File: src/rtl/rtc_alarm_pkg.sv
package rtc_alarm_pkg;
  typedef enum logic {
    MODE_FREE = 1'b0,
    MODE_AUTO = 1'b1
  } rtc_mode_e;
endpackage

File: src/rtl/rtc_cfg_regs.sv
module rtc_cfg_regs
  import rtc_alarm_pkg::*;
#(
  parameter int CNT_W = 32
) (
  input  logic             clk,
  input  logic             rst,
  input  logic             alarm_we,
  input  logic [CNT_W-1:0] alarm_wdata,
  input  logic             mode_we,
  input  logic             mode_wdata,
  output logic [CNT_W-1:0] alarm_q,
  output rtc_mode_e        mode_q
);
  always_ff @(posedge clk) begin
    if (rst) begin
      alarm_q <= {CNT_W{1'b1}};
      mode_q  <= MODE_FREE;
    end else begin
      if (alarm_we) alarm_q <= alarm_wdata;
      if (mode_we)  mode_q  <= rtc_mode_e'(mode_wdata);
    end
  end
endmodule

File: src/rtl/rtc_counter.sv
module rtc_counter #(
  parameter int CNT_W = 32,
  parameter int OVF_W = 16
) (
  input  logic             clk,
  input  logic             rst,
  input  logic             tick_en,
  input  logic             load_en,
  input  logic [CNT_W-1:0] load_val,
  input  logic             clear_i,
  input  logic             ovf_clr,
  output logic [CNT_W-1:0] cnt_q,
  output logic [OVF_W-1:0] ovf_cnt_q,
  output logic             ovf_flag_q
);
  localparam logic [CNT_W-1:0] CNT_MAX = {CNT_W{1'b1}};

  logic step;
  logic wrap;

  assign step = tick_en && !load_en;
  assign wrap = step && !clear_i && (cnt_q == CNT_MAX);

  always_ff @(posedge clk) begin
    if (rst) begin
      cnt_q <= '0;
    end else if (load_en) begin
      cnt_q <= load_val;
    end else if (step) begin
      if (clear_i) cnt_q <= '0;
      else         cnt_q <= cnt_q + 1'b1;
    end
  end

  always_ff @(posedge clk) begin
    if (rst) begin
      ovf_cnt_q  <= '0;
      ovf_flag_q <= 1'b0;
    end else begin
      if (wrap) ovf_cnt_q <= ovf_cnt_q + 1'b1;
      if (wrap)         ovf_flag_q <= 1'b1;
      else if (ovf_clr) ovf_flag_q <= 1'b0;
    end
  end


  hold_when_idle_chk: assert property (@(posedge clk) disable iff (rst)
    (!tick_en && !load_en) |=> $stable(cnt_q));


  auto_clear_chk: assert property (@(posedge clk) disable iff (rst)
    (step && clear_i) |=> (cnt_q == '0));


  wrap_counts_chk: assert property (@(posedge clk) disable iff (rst)
    wrap |=> (ovf_flag_q && (cnt_q == '0)));


  load_wins_chk: assert property (@(posedge clk) disable iff (rst)
    load_en |=> (cnt_q == $past(load_val)));
endmodule

File: src/rtl/rtc_match.sv
module rtc_match #(
  parameter int CNT_W = 32
) (
  input  logic             clk,
  input  logic             rst,
  input  logic             tick_en,
  input  logic             load_en,
  input  logic [CNT_W-1:0] cnt,
  input  logic [CNT_W-1:0] alarm,
  input  logic             alarm_clr,
  output logic             hit,
  output logic             pulse_q,
  output logic             flag_q
);
  assign hit = tick_en && !load_en && (cnt == alarm);

  always_ff @(posedge clk) begin
    if (rst) begin
      pulse_q <= 1'b0;
      flag_q  <= 1'b0;
    end else begin
      pulse_q <= hit;
      if (hit)            flag_q <= 1'b1;
      else if (alarm_clr) flag_q <= 1'b0;
    end
  end


  pulse_sets_flag_chk: assert property (@(posedge clk) disable iff (rst)
    pulse_q |-> flag_q);


  event_to_pulse_chk: assert property (@(posedge clk) disable iff (rst)
    hit |=> pulse_q);


  flag_sticky_chk: assert property (@(posedge clk) disable iff (rst)
    (flag_q && !alarm_clr) |=> flag_q);
endmodule

File: src/rtl/rtc_snapshot.sv
module rtc_snapshot #(
  parameter int CNT_W = 32,
  parameter int OVF_W = 16
) (
  input  logic             clk,
  input  logic             rst,
  input  logic             rd_req,
  input  logic [CNT_W-1:0] cnt,
  input  logic [OVF_W-1:0] ovf_cnt,
  output logic [CNT_W-1:0] lo_q,
  output logic [OVF_W-1:0] hi_q
);
  always_ff @(posedge clk) begin
    if (rst) begin
      lo_q <= '0;
      hi_q <= '0;
    end else if (rd_req) begin
      lo_q <= cnt;
      hi_q <= ovf_cnt;
    end
  end


  snap_pair_chk: assert property (@(posedge clk) disable iff (rst)
    rd_req |=> ((lo_q == $past(cnt)) && (hi_q == $past(ovf_cnt))));


  snap_hold_chk: assert property (@(posedge clk) disable iff (rst)
    !rd_req |=> ($stable(lo_q) && $stable(hi_q)));
endmodule

File: src/rtl/rtc_alarm_timer.sv
module rtc_alarm_timer
  import rtc_alarm_pkg::*;
#(
  parameter int CNT_W   = 32,
  parameter int OVF_W   = 16,
  parameter int TICK_HZ = 32768
) (
  input  logic             clk,
  input  logic             rst,
  input  logic             tick_en,
  input  logic             alarm_we,
  input  logic [CNT_W-1:0] alarm_wdata,
  input  logic             mode_we,
  input  logic             mode_wdata,
  input  logic             time_we,
  input  logic [CNT_W-1:0] time_wdata,
  input  logic             alarm_clr,
  input  logic             ovf_clr,
  input  logic             rd_req,
  output logic [CNT_W-1:0] count_o,
  output logic [OVF_W-1:0] ovf_count_o,
  output logic             alarm_pulse_o,
  output logic             alarm_flag_o,
  output logic             ovf_flag_o,
  output logic [CNT_W-1:0] rd_lo_o,
  output logic [OVF_W-1:0] rd_hi_o
);
  localparam int TIME_W = CNT_W + OVF_W;

  initial begin
    if (TICK_HZ <= 0) $error("tick rate must be positive");
    if (TIME_W < CNT_W) $error("bad timebase width");
  end

  logic [CNT_W-1:0] alarm_q;
  rtc_mode_e        mode_q;
  logic [CNT_W-1:0] cnt_q;
  logic [OVF_W-1:0] ovf_cnt_q;
  logic             hit;
  logic             clear_on_hit;

  rtc_cfg_regs #(.CNT_W(CNT_W)) u_cfg (
    .clk(clk), .rst(rst),
    .alarm_we(alarm_we), .alarm_wdata(alarm_wdata),
    .mode_we(mode_we), .mode_wdata(mode_wdata),
    .alarm_q(alarm_q), .mode_q(mode_q)
  );

  rtc_match #(.CNT_W(CNT_W)) u_match (
    .clk(clk), .rst(rst), .tick_en(tick_en), .load_en(time_we),
    .cnt(cnt_q), .alarm(alarm_q), .alarm_clr(alarm_clr),
    .hit(hit), .pulse_q(alarm_pulse_o), .flag_q(alarm_flag_o)
  );

  assign clear_on_hit = hit && (mode_q == MODE_AUTO);

  rtc_counter #(.CNT_W(CNT_W), .OVF_W(OVF_W)) u_counter (
    .clk(clk), .rst(rst), .tick_en(tick_en),
    .load_en(time_we), .load_val(time_wdata),
    .clear_i(clear_on_hit), .ovf_clr(ovf_clr),
    .cnt_q(cnt_q), .ovf_cnt_q(ovf_cnt_q), .ovf_flag_q(ovf_flag_o)
  );

  rtc_snapshot #(.CNT_W(CNT_W), .OVF_W(OVF_W)) u_snap (
    .clk(clk), .rst(rst), .rd_req(rd_req),
    .cnt(cnt_q), .ovf_cnt(ovf_cnt_q),
    .lo_q(rd_lo_o), .hi_q(rd_hi_o)
  );

  assign count_o     = cnt_q;
  assign ovf_count_o = ovf_cnt_q;


  free_runs_on_chk: assert property (@(posedge clk) disable iff (rst)
    (tick_en && !time_we && (mode_q == MODE_FREE)) |=> (cnt_q == $past(cnt_q) + 1'b1));


  cfg_keeps_count_chk: assert property (@(posedge clk) disable iff (rst)
    ((alarm_we || mode_we) && !tick_en && !time_we) |=> $stable(cnt_q));
endmodule

File: config.mk
export PLATFORM = sky130hd
export DESIGN_NAME = rtc_alarm_timer
export DESIGN_NICKNAME = d
export VERILOG_FILES = /design/src/rtl/rtc_alarm_pkg.sv /design/src/rtl/rtc_cfg_regs.sv /design/src/rtl/rtc_counter.sv /design/src/rtl/rtc_match.sv /design/src/rtl/rtc_snapshot.sv /design/src/rtl/rtc_alarm_timer.sv
export SDC_FILE = /design/constraint.sdc
export NUM_CORES = 1
export LEC_CHECK = 0
export ABC_AREA = 0
export BUFFER_PORTS_ARGS = -buffer_cell sky130_fd_sc_hd__buf_2
export CORE_UTILIZATION = 40
export CTS_CLUSTER_SIZE = 30
export DETAILED_ROUTE_END_ITERATION = 16
export PLACE_DENSITY = 0.69
export SYNTH_ARGS = -nofsm -noshare
export SYNTH_HDL_FRONTEND = slang
export SYNTH_SLANG_ARGS = --single-unit
File: constraint.sdc
create_clock -name clk -period 3.41 [get_ports clk]
set_input_delay 0.1705 -clock clk [delete_from_list [all_inputs] [get_ports clk]]
set_output_delay 0.1705 -clock clk [all_outputs]
set_load 0.01 [all_outputs]
; Word level (Yosys, flattened, before mapping)
; Index checks and enable logic that the tools add are counted.
[word_totals]
input_bits = 74
out_inout_bits = 99
ff_bits = 132
[classes]
addsub = 2
n_reduce_logical = 10
eq_ne = 2
n_mux = 7
[op_table]
columns = cell, n
row1 = two-way mux 32 bit, 3
row2 = adder 32 x 1 -> 32 bit (second input constant), 1
row3 = equality test 32 bit, 1
row4 = equality test 32 bit (second input constant), 1
row5 = adder 16 x 1 -> 16 bit (second input constant), 1
row6 = nonzero test 2 bit, 3
row7 = logical AND 1 bit, 5
row8 = two-way mux 1 bit, 4
row9 = logical NOT 1 bit, 2

; Depth between registers and ports, before layout
; Gate-level depths: netlist of run 1.
[logic_depth]
ltp_word = 8
ltp_mapped = 9
mapped_depth_nobuf = 7

; Cells and area by module
; From an unflattened synthesis of run 1, not the netlist that was laid out.
[unflattened]
cells_unflattened = 762
area_unflattened_um2 = 6855.3
[modules_own_cells]
columns = module, cells_each, n_inst, area_per_inst_um2
row1 = rtc_counter, 442, 1, 3449.6
row2 = rtc_snapshot, 155, 1, 1729.2
row3 = rtc_cfg_regs, 110, 1, 1238.7
row4 = rtc_match, 54, 1, 431.7
row5 = rtc_alarm_timer, 1, 1, 6.3

; Worst setup path after synthesis of run 1
; OpenSTA, ideal clock, no wires.
[synth_path]
path_type = register -> register
startpoint = register u_counter.cnt_q[0]
endpoint = register u_counter.ovf_cnt_q[13]
setup_slack_ns = 0.955
path_stages_with_launch = 9
t_required_ns = 3.289
arrival_time_ns = 2.334
cell_sequence = dfxtp_1 ha_1 and3_1 nor2b_1 and3_1 nand3_1 buf_2 nor4_1 mux2_2
[synth_via]
elab_chain_cells = 6
elab_cells_between_ends = 7
cone_classes = 2 x eq/ne / 5 x reduce/logical
[synth_rtl]
columns = element, line_no
row1 = from (decl), rtc_counter.sv:12  ; output logic [CNT_W-1:0] cnt_q,
row2 = from (signal assigned), rtc_counter.sv:28  ; cnt_q <= load_val;
row3 = from (signal assigned), rtc_counter.sv:31  ; else cnt_q <= cnt_q + 1'b1;
row4 = equality test 32 bit, rtc_match.sv:15  ; assign hit = tick_en && !load_en && (cnt == alarm);
row5 = logical AND 1 bit, rtc_match.sv:15
row6 = logical AND 1 bit, rtc_alarm_timer.sv:55  ; assign clear_on_hit = hit && (mode_q == MODE_AUTO);
row7 = logical NOT 1 bit, rtc_counter.sv:22  ; assign wrap = step && !clear_i && (cnt_q == CNT_MAX);
row8 = logical AND 1 bit, rtc_counter.sv:22
row9 = logical AND 1 bit *, rtc_counter.sv:22
row10 = to (signal assigned), rtc_counter.sv:40  ; if (wrap) ovf_cnt_q <= ovf_cnt_q + 1'b1;
row11 = to (decl), rtc_counter.sv:13  ; output logic [OVF_W-1:0] ovf_cnt_q,
; Every way passes the cells marked *; elsewhere a longest branch is shown, timed or not.
; A chain may end at the register's enable or synchronous reset.

; Worst setup path after layout of run 1
[layout_path]
startpoint = register u_counter.cnt_q[0]
endpoint = register u_counter.ovf_cnt_q[15]
; The elaborated chain is that of the path after synthesis.

==> results of run 1 <==
==> state kept, by name, indices dropped and copies added (netlist names) <==
signal / cells
u_counter.ovf_cnt_q: 16
u_counter.ovf_flag_q: 1
u_cfg.alarm_q: 32
u_cfg.mode_q: 1
u_snap.lo_q: 32
u_counter.cnt_q: 32
u_match.flag_q: 1
u_match.pulse_q: 1
u_snap.hi_q: 16
==> power groups by stage <==
stage          combinational, uW  sequential, uW  clock [uW]
6_report                     442            1690        1880
4_1_cts                      439            1690        1910
5_1_grt                      478            1700        1980
3_5_place_dp                 396            1720           0
2_1_floorplan                243            1710           0
3_3_place_gp                 395            1720           0
==> metal layers <==
layer | share of wire | track usage | vias up | wire (um)
met5 | 0 | 0 | - | 0
met4 | 0.025 | 0.0950 | 0 | 472
met3 | 0.063 | 0.0704 | 29 | 1170
met2 | 0.46 | 0.381 | 199 | 8600
met1 | 0.45 | 0.300 | 2664 | 8360
li1 | - | - | 2770 | -
==> stage by stage <==
| stage | hold slack (ns) | utilization | cell area [um^2] | power [uW] | cells |
|---|---|---|---|---|---|
| 6_report | 0.0150 | 0.545 | 8250 | 4010 | 1080 |
| 5_1_grt | 0.0273 | 0.545 | 8250 | 4160 | 1079 |
| 4_1_cts | 0.00464 | 0.545 | 8250 | 4040 | 1079 |
| 3_5_place_dp | 0.373 | 0.474 | 7180 | 2110 | 1001 |
| 3_3_place_gp | 0.365 | 0.474 | 7180 | 2110 | 1001 |
| 2_1_floorplan | 0.279 | - | 6190 | 1950 | 678 |
==> final timing paths <==
check,depth (start not counted),to
max,9,u_counter.ovf_cnt_q[15]
min,3,u_counter.cnt_q[16]
max reg2reg,9,u_counter.ovf_cnt_q[15]
min reg2reg,2,u_match.flag_q
==> logic make-up after synthesis <==
kind of cell	count (synthesis)	share of synthesized area
xor+xnor	59	0.0859
simple gates	277	0.241
compound gates	86	0.0938
buf+inv	57	0.0408
flops	132	0.427
mux	65	0.108
fa+ha+maj	2	0.00404
==> cell type report <==
class,count,area [um^2],share of cell area
Clock inverter,13,156,0.0190
Tap cell,188,235,0.0285
Antenna cell,1,2.50,0.000303
Sequential cell,132,2640,0.320
Multi-Input combinational cell,489,3300,0.399
Inverter,5,18.8,0.00227
Clock buffer,19,453,0.0549
Timing Repair Buffer,233,1450,0.176
==> worst reg2reg max path, cell delays in order (launching register included) <==
cell and delay [ns]:
dfxtp_1 0.52, ha_1 0.24, and3_1 0.23, nor2b_1 0.16
buf_4 0.17, and3_1 0.27, nand3_1 0.14, buf_4 0.21
nor4_1 0.37, mux2_2 0.38
==> layout by cell type (no fill, tap or decap), types with 11 or more instances in the layout <==
master / n
a211o_1: 32
a21oi_1: 22
buf_2: 171
buf_4: 15
clkbuf_16: 17
dfxtp_1: 132
dlygate4sd3_1: 46
mux2i_1: 50
nand2_1: 31
nand3_1: 24
nand4_1: 23
nor2_1: 74
nor2b_1: 51
nor3_1: 11
nor3b_1: 18
o21ai_0: 11
o22ai_1: 19
xnor2_1: 39
xor2_1: 18
==> qor.yml, run 1 <==
status: "completed"
synth_nets: 754
grt_pass1_wl_um: 29000
postSynthAreaPerCell_um2: 9.13
clkLatencyLatePin_ns: 0.42
cts_root_buf: "clkbuf_16"
die_width_um: 126
startpoint_type: "flop"
cts_setup_buffers: 0
intPower_uw: 3010
slew_headroom: 0.300
fin_crit_ns: 2.81
start_util: 0.409
row_count: 45
synth_cell_types: 40
synth_area_leaders: "dfxtp_1, mux2i_1, xnor2_1"
synth-seq-cells: 132
cts_tree: "yes"
fill_cells: 1372
crit_type: "flop to flop"
cts_sinks: 132
pwr-share-clk: 0.468
min-delay-start: "time_wdata[16]"
drtIter0Drc: 312
drtAntennaViolNets: 0
die_h_um: 126
r2r_slack_ns: 0.60
gp_congestion: 0.952
drv_cap: 0
yosys_warnings: 0
netlist_area_um2: 6190
path_cells: "ha_1 -> and3_1 -> nor2b_1 -> buf_4 -> and3_1 -> nand3_1 -> buf_4 -> nor4_1 -> mux2_2"
drc_errors: 0
async_reset_ff_frac: 0
grt_use_total: 0.238
final_hold_viol_count: 0
synth_edf_count: 0
cts_hold_buf: 46
synth_most_common_cell: "dfxtp_1"
end_kind: "flop"
setup_ws_ns: 0.603
ys_seq_area_frac: 0.427
p_comb_frac: 0.110
cts_made_buffers: 17
yosysTopAreaCell: "dfxtp_1"
leakagePower_uw: 0.00361
crit_buf_inv: 2
antenna_found_initial: 1
nets: 954
via_per_inst: 5.24
drive_gt1_frac: 0.258
syn_inst: 678
worst_ep_required_time_ns: 3.72
drv_slew: 0
setup_tns_ns: 0
ir_drop_mv: 0.346
crit_fanout: 15
max_freq_mhz: 356
grt_overflow_total: 0
place_ws_ns: 0.683
io_pins: 173
switching_share: 0.249
tightest_slew_ns: 1.05
arrival_ns: 3.11
slowest_delay_ns: 0.52
grt_pass1_vias: 5361
cp-startpoint: "u_counter.cnt_q[0]"
seqPwrFrac: 0.421
portBuffers: 172
worst_hold_path_type: "primary input to flop"
grt_max_degree: 86
slowest_stage: "dfxtp_1"
coreArea_um2: 15100
switching_power_uw: 998
dieArea_um2: 16000
yosys-top-cells-count: "dfxtp_1, nor2_1, nor2b_1, mux2i_1, xnor2_1"
rsz0062_at_grt: "no"
area_growth_pct: 33.3
clk_pin_slew_ns: 0.06
synthFlopType: "dfxtp_1"
cellPowerDensity_nw_per_um2: 486
postCtsResizedCells: 0
vias: 5662
htreeDepth: 4
hpwl_um: 12800
wirelength_um: 18600
worstReg2RegStart: "u_counter.cnt_q[0]"
cts_buffer_depth: 2
firstDrtPassIters: 5
crit_family: "simple AND/OR/NAND/NOR gates"
fin_crit_sh: 0.823
setup_viol: 0
final.setup_skew_ns: 0.00942
synth_top_area_frac: 0.427
routedWlPerCell_um: 17.2
Note: power is estimated with default switching activity, not from simulation.
==> inputs of run 2 (changes only) <==
--- a/config.mk
+++ b/config.mk
@@ -5,12 +5,12 @@
 export SDC_FILE = /design/constraint.sdc
 export NUM_CORES = 1
 export LEC_CHECK = 0
-export ABC_AREA = 0
+export ABC_AREA = 1
 export BUFFER_PORTS_ARGS = -buffer_cell sky130_fd_sc_hd__buf_2
 export CORE_UTILIZATION = 40
 export CTS_CLUSTER_SIZE = 30
 export DETAILED_ROUTE_END_ITERATION = 16
-export PLACE_DENSITY = 0.69
+export PLACE_DENSITY = 0.71
 export SYNTH_ARGS = -nofsm -noshare
 export SYNTH_HDL_FRONTEND = slang
 export SYNTH_SLANG_ARGS = --single-unit
==> constraint.sdc (replaced) <==
create_clock -name clk -period 2.5 [get_ports clk]
set_input_delay 0.125 -clock clk [delete_from_list [all_inputs] [get_ports clk]]
set_output_delay 0.125 -clock clk [all_outputs]
set_load 0.01 [all_outputs]
==> qor.yml, run 2 <==
io_pins: 173  # unchanged
yosys-top-cells-count: "nand2_1, dfxtp_1, a21oi_1, o21ai_0, inv_1"
cts_tree: "yes"
top_regs: "u_cfg.alarm_q: 32 flops, u_counter.cnt_q: 32 flops, u_snap.lo_q: 32 flops"
final_cell_mix: "nand2_1, buf_2, dfxtp_1"
diodes: 0  # -1
worst_ep_required_time_ns: 2.85  # -0.87 ns
die_width_um: 130  # +2.6%
syn_inst: 929  # +37%
place_ws_ns: 0.380  # -0.303 ns
max_freq_mhz: 448  # +26%
nets: 1208  # +27%
startpoint_type: "flop"
ir_drop_mv: 0.481  # +39%
area_growth_pct: 32.2
end_kind: "flop"
slowest_stage: "dfxtp_1"
via_per_inst: 5.35  # +2.1%
slowest_delay_ns: 0.42  # -0.10 ns
final_common_cell: "nand2_1"
cts_made_buffers: 17  # unchanged
cts_buffer_depth: 2  # unchanged
synth_cell_types: 30  # -25%
drtIter0Drc: 625  # +100%
synthMuxAreaShare: 0  # -0.108
synth_top_family_by_area: "simple AND/OR/NAND/NOR gates"
netlist_area_um2: 6520  # +5.4%
async_reset_ff_frac: 0  # unchanged
worst_hold_path_type: "primary input to flop"
slew_headroom: 0.546  # +0.246
die_h_um: 130  # +2.6%
gp_congestion: 0.932  # -2.1%
synth_edf_count: 0  # unchanged
ys_seq_area_frac: 0.405  # -0.0217
synth_top_area_frac: 0.405  # -0.0217
synth_area_leaders: "dfxtp_1, nand2_1, a21oi_1"
wirelength_um: 22200  # +19%
portBuffers: 172  # unchanged
clkLatencyLatePin_ns: 0.43  # about the same
arrival_ns: 2.59  # -0.52 ns
setup_viol: 0  # unchanged
grt_pass1_vias: 6700  # +25%
hpwl_um: 16000  # +26%
yosys_warnings: 0  # unchanged
rsz0062_at_grt: "no"
drive_gt1_frac: 0.230  # -0.0284
final_hold_viol_count: 0  # unchanged
crit_family: "simple AND/OR/NAND/NOR gates"
clk_pin_slew_ns: 0.06  # about the same
cts_setup_buffers: 0  # unchanged
tightest_slew_ns: 0.681  # -0.368 ns
coreArea_um2: 15900  # +4.9%
grt_max_degree: 46  # -47%
crit_fanout: 15  # unchanged
synth_fa_ha_area_frac: 0.00384  # -0.000205
synthFlopType: "dfxtp_1"
firstDrtPassIters: 5  # unchanged
cellPowerDensity_nw_per_um2: 658  # +35%
row_count: 46  # +2.2%
start_util: 0.411  # +0.00185
drc_errors: 0  # unchanged
grt_pass1_wl_um: 34600  # +19%
yosys.area_share.simple: 0.271  # +0.0304
path_cells: "ha_1 -> nand2_1 -> inv_2 -> nand3_1 -> nor2_1 -> and3_1 -> buf_4 -> nand4_1 -> a21oi_1"
crit_type: "flop to flop"
synth_compound_area_frac: 0.193  # +0.0988
synth_nets: 1005  # +33%
drtAntennaViolNets: 0  # unchanged
grt_use_total: 0.268  # +0.0302
drv_slew: 0  # unchanged
cts_sinks: 132  # unchanged
yosys.area_share.xor_xnor: 0.0363  # -0.0496
fin_crit_sh: 0.892  # +0.0693
cts_root_buf: "clkbuf_16"
fin_crit_ns: 2.23  # -0.576 ns
final.setup_skew_ns: 0.00967  # +0.000248 ns
leakagePower_uw: 0.00384  # +6.5%
routedWlPerCell_um: 16.3  # -5.2%
synth-seq-cells: 132  # unchanged
vias: 7283  # +29%
synth_most_common_cell: "nand2_1"
htreeDepth: 4  # unchanged
setup_tns_ns: 0  # unchanged
dieArea_um2: 16800  # +5.3%
drv_cap: 0  # unchanged
postSynthAreaPerCell_um2: 7.02  # -23%
yosysTopAreaCell: "dfxtp_1"
setup_ws_ns: 0.269  # -0.334 ns
status: "completed"
grt_overflow_total: 0  # unchanged
antenna_found_initial: 0  # -1
crit_buf_inv: 2  # unchanged
==> run 2: cell count changes after synthesis, sizes merged, moves of 32 or more <==
cell / before / now
inv: 5 / 96
o21ai: 11 / 80
nand2: 31 / 183
mux2i: 50 / 0
nor2b: 51 / 0
a21oi: 22 / 123
a22oi: 0 / 32
a211o: 32 / 0
xnor2: 41 / 3
==> run 2: per-layer routing <==
| metal | routed length, um | track usage | up-vias |
|---|---|---|---|
| li1 | - | - | 3562 |
| met4 | 500 | 0.101 | 0 |
| met1 | 10200 | 0.366 | 3349 |
| met5 | 0 | 0 | - |
| met3 | 1630 | 0.0582 | 40 |
| met2 | 9890 | 0.415 | 332 |
==> run 2: kinds of logic (layout without fill, tap and decap cells) <==
group | Yosys count | count (layout)
buf+inv | 146 | 362
xor+xnor | 27 | 27
fa+ha+maj | 2 | 2
flops | 132 | 132
compound gates | 235 | 235
simple gates | 387 | 387
==> run 2: power by group <==
group	total, uW	leakage [uW]	internal [uW]	switching, uW
registers	2320	0.00109	2220	101
clock network	2690	0.000303	1740	943
logic	667	0.00245	274	393
==> run 2: timing repair <==
| action | CTS | global route |
|---|---|---|
| hold endpoints to repair | 41 | 0 |
| resized for setup | 0 | 0 |
| hold buffers | 42 | 0 |
==> run 2: cell type report <==
type	count	area, um^2
repair buffers	234	1430
flip-flops and latches	132	2640
clock inverters	9	150
well taps	216	270
fillers	1560	7270
multi-input cells	651	3290
inverters	96	360
clock buffers	23	478
==> run 2: final timing paths <==
path,depth (start not counted),from,to,slack (ns)
worst min register to register,2,u_match.flag_q,u_match.flag_q,0.47
worst max-delay path,9,u_counter.cnt_q[1],u_counter.ovf_cnt_q[14],0.27
worst min-delay path,3,time_wdata[25],u_counter.cnt_q[25],0.01
worst max register to register,9,u_counter.cnt_q[1],u_counter.ovf_cnt_q[14],0.27
==> run 2: tightest hold or removal path, stage by stage <==
cell     delay [ns]
buf_2          0.08
a22oi_1        0.07
a21oi_1        0.13
==> run 2: through the flow <==
stage	instances	instance area, um^2	util	total power (uW)	hold WS [ns]
global placement	1287	7570	0.477	2960	0.317
detailed placement	1287	7570	0.477	2970	0.321
finish	1361	8620	0.543	5670	0.0123
floorplan	929	6520	-	2700	0.219
global route	1361	8620	0.543	5880	0.0148
CTS	1361	8620	0.543	5690	0.00107
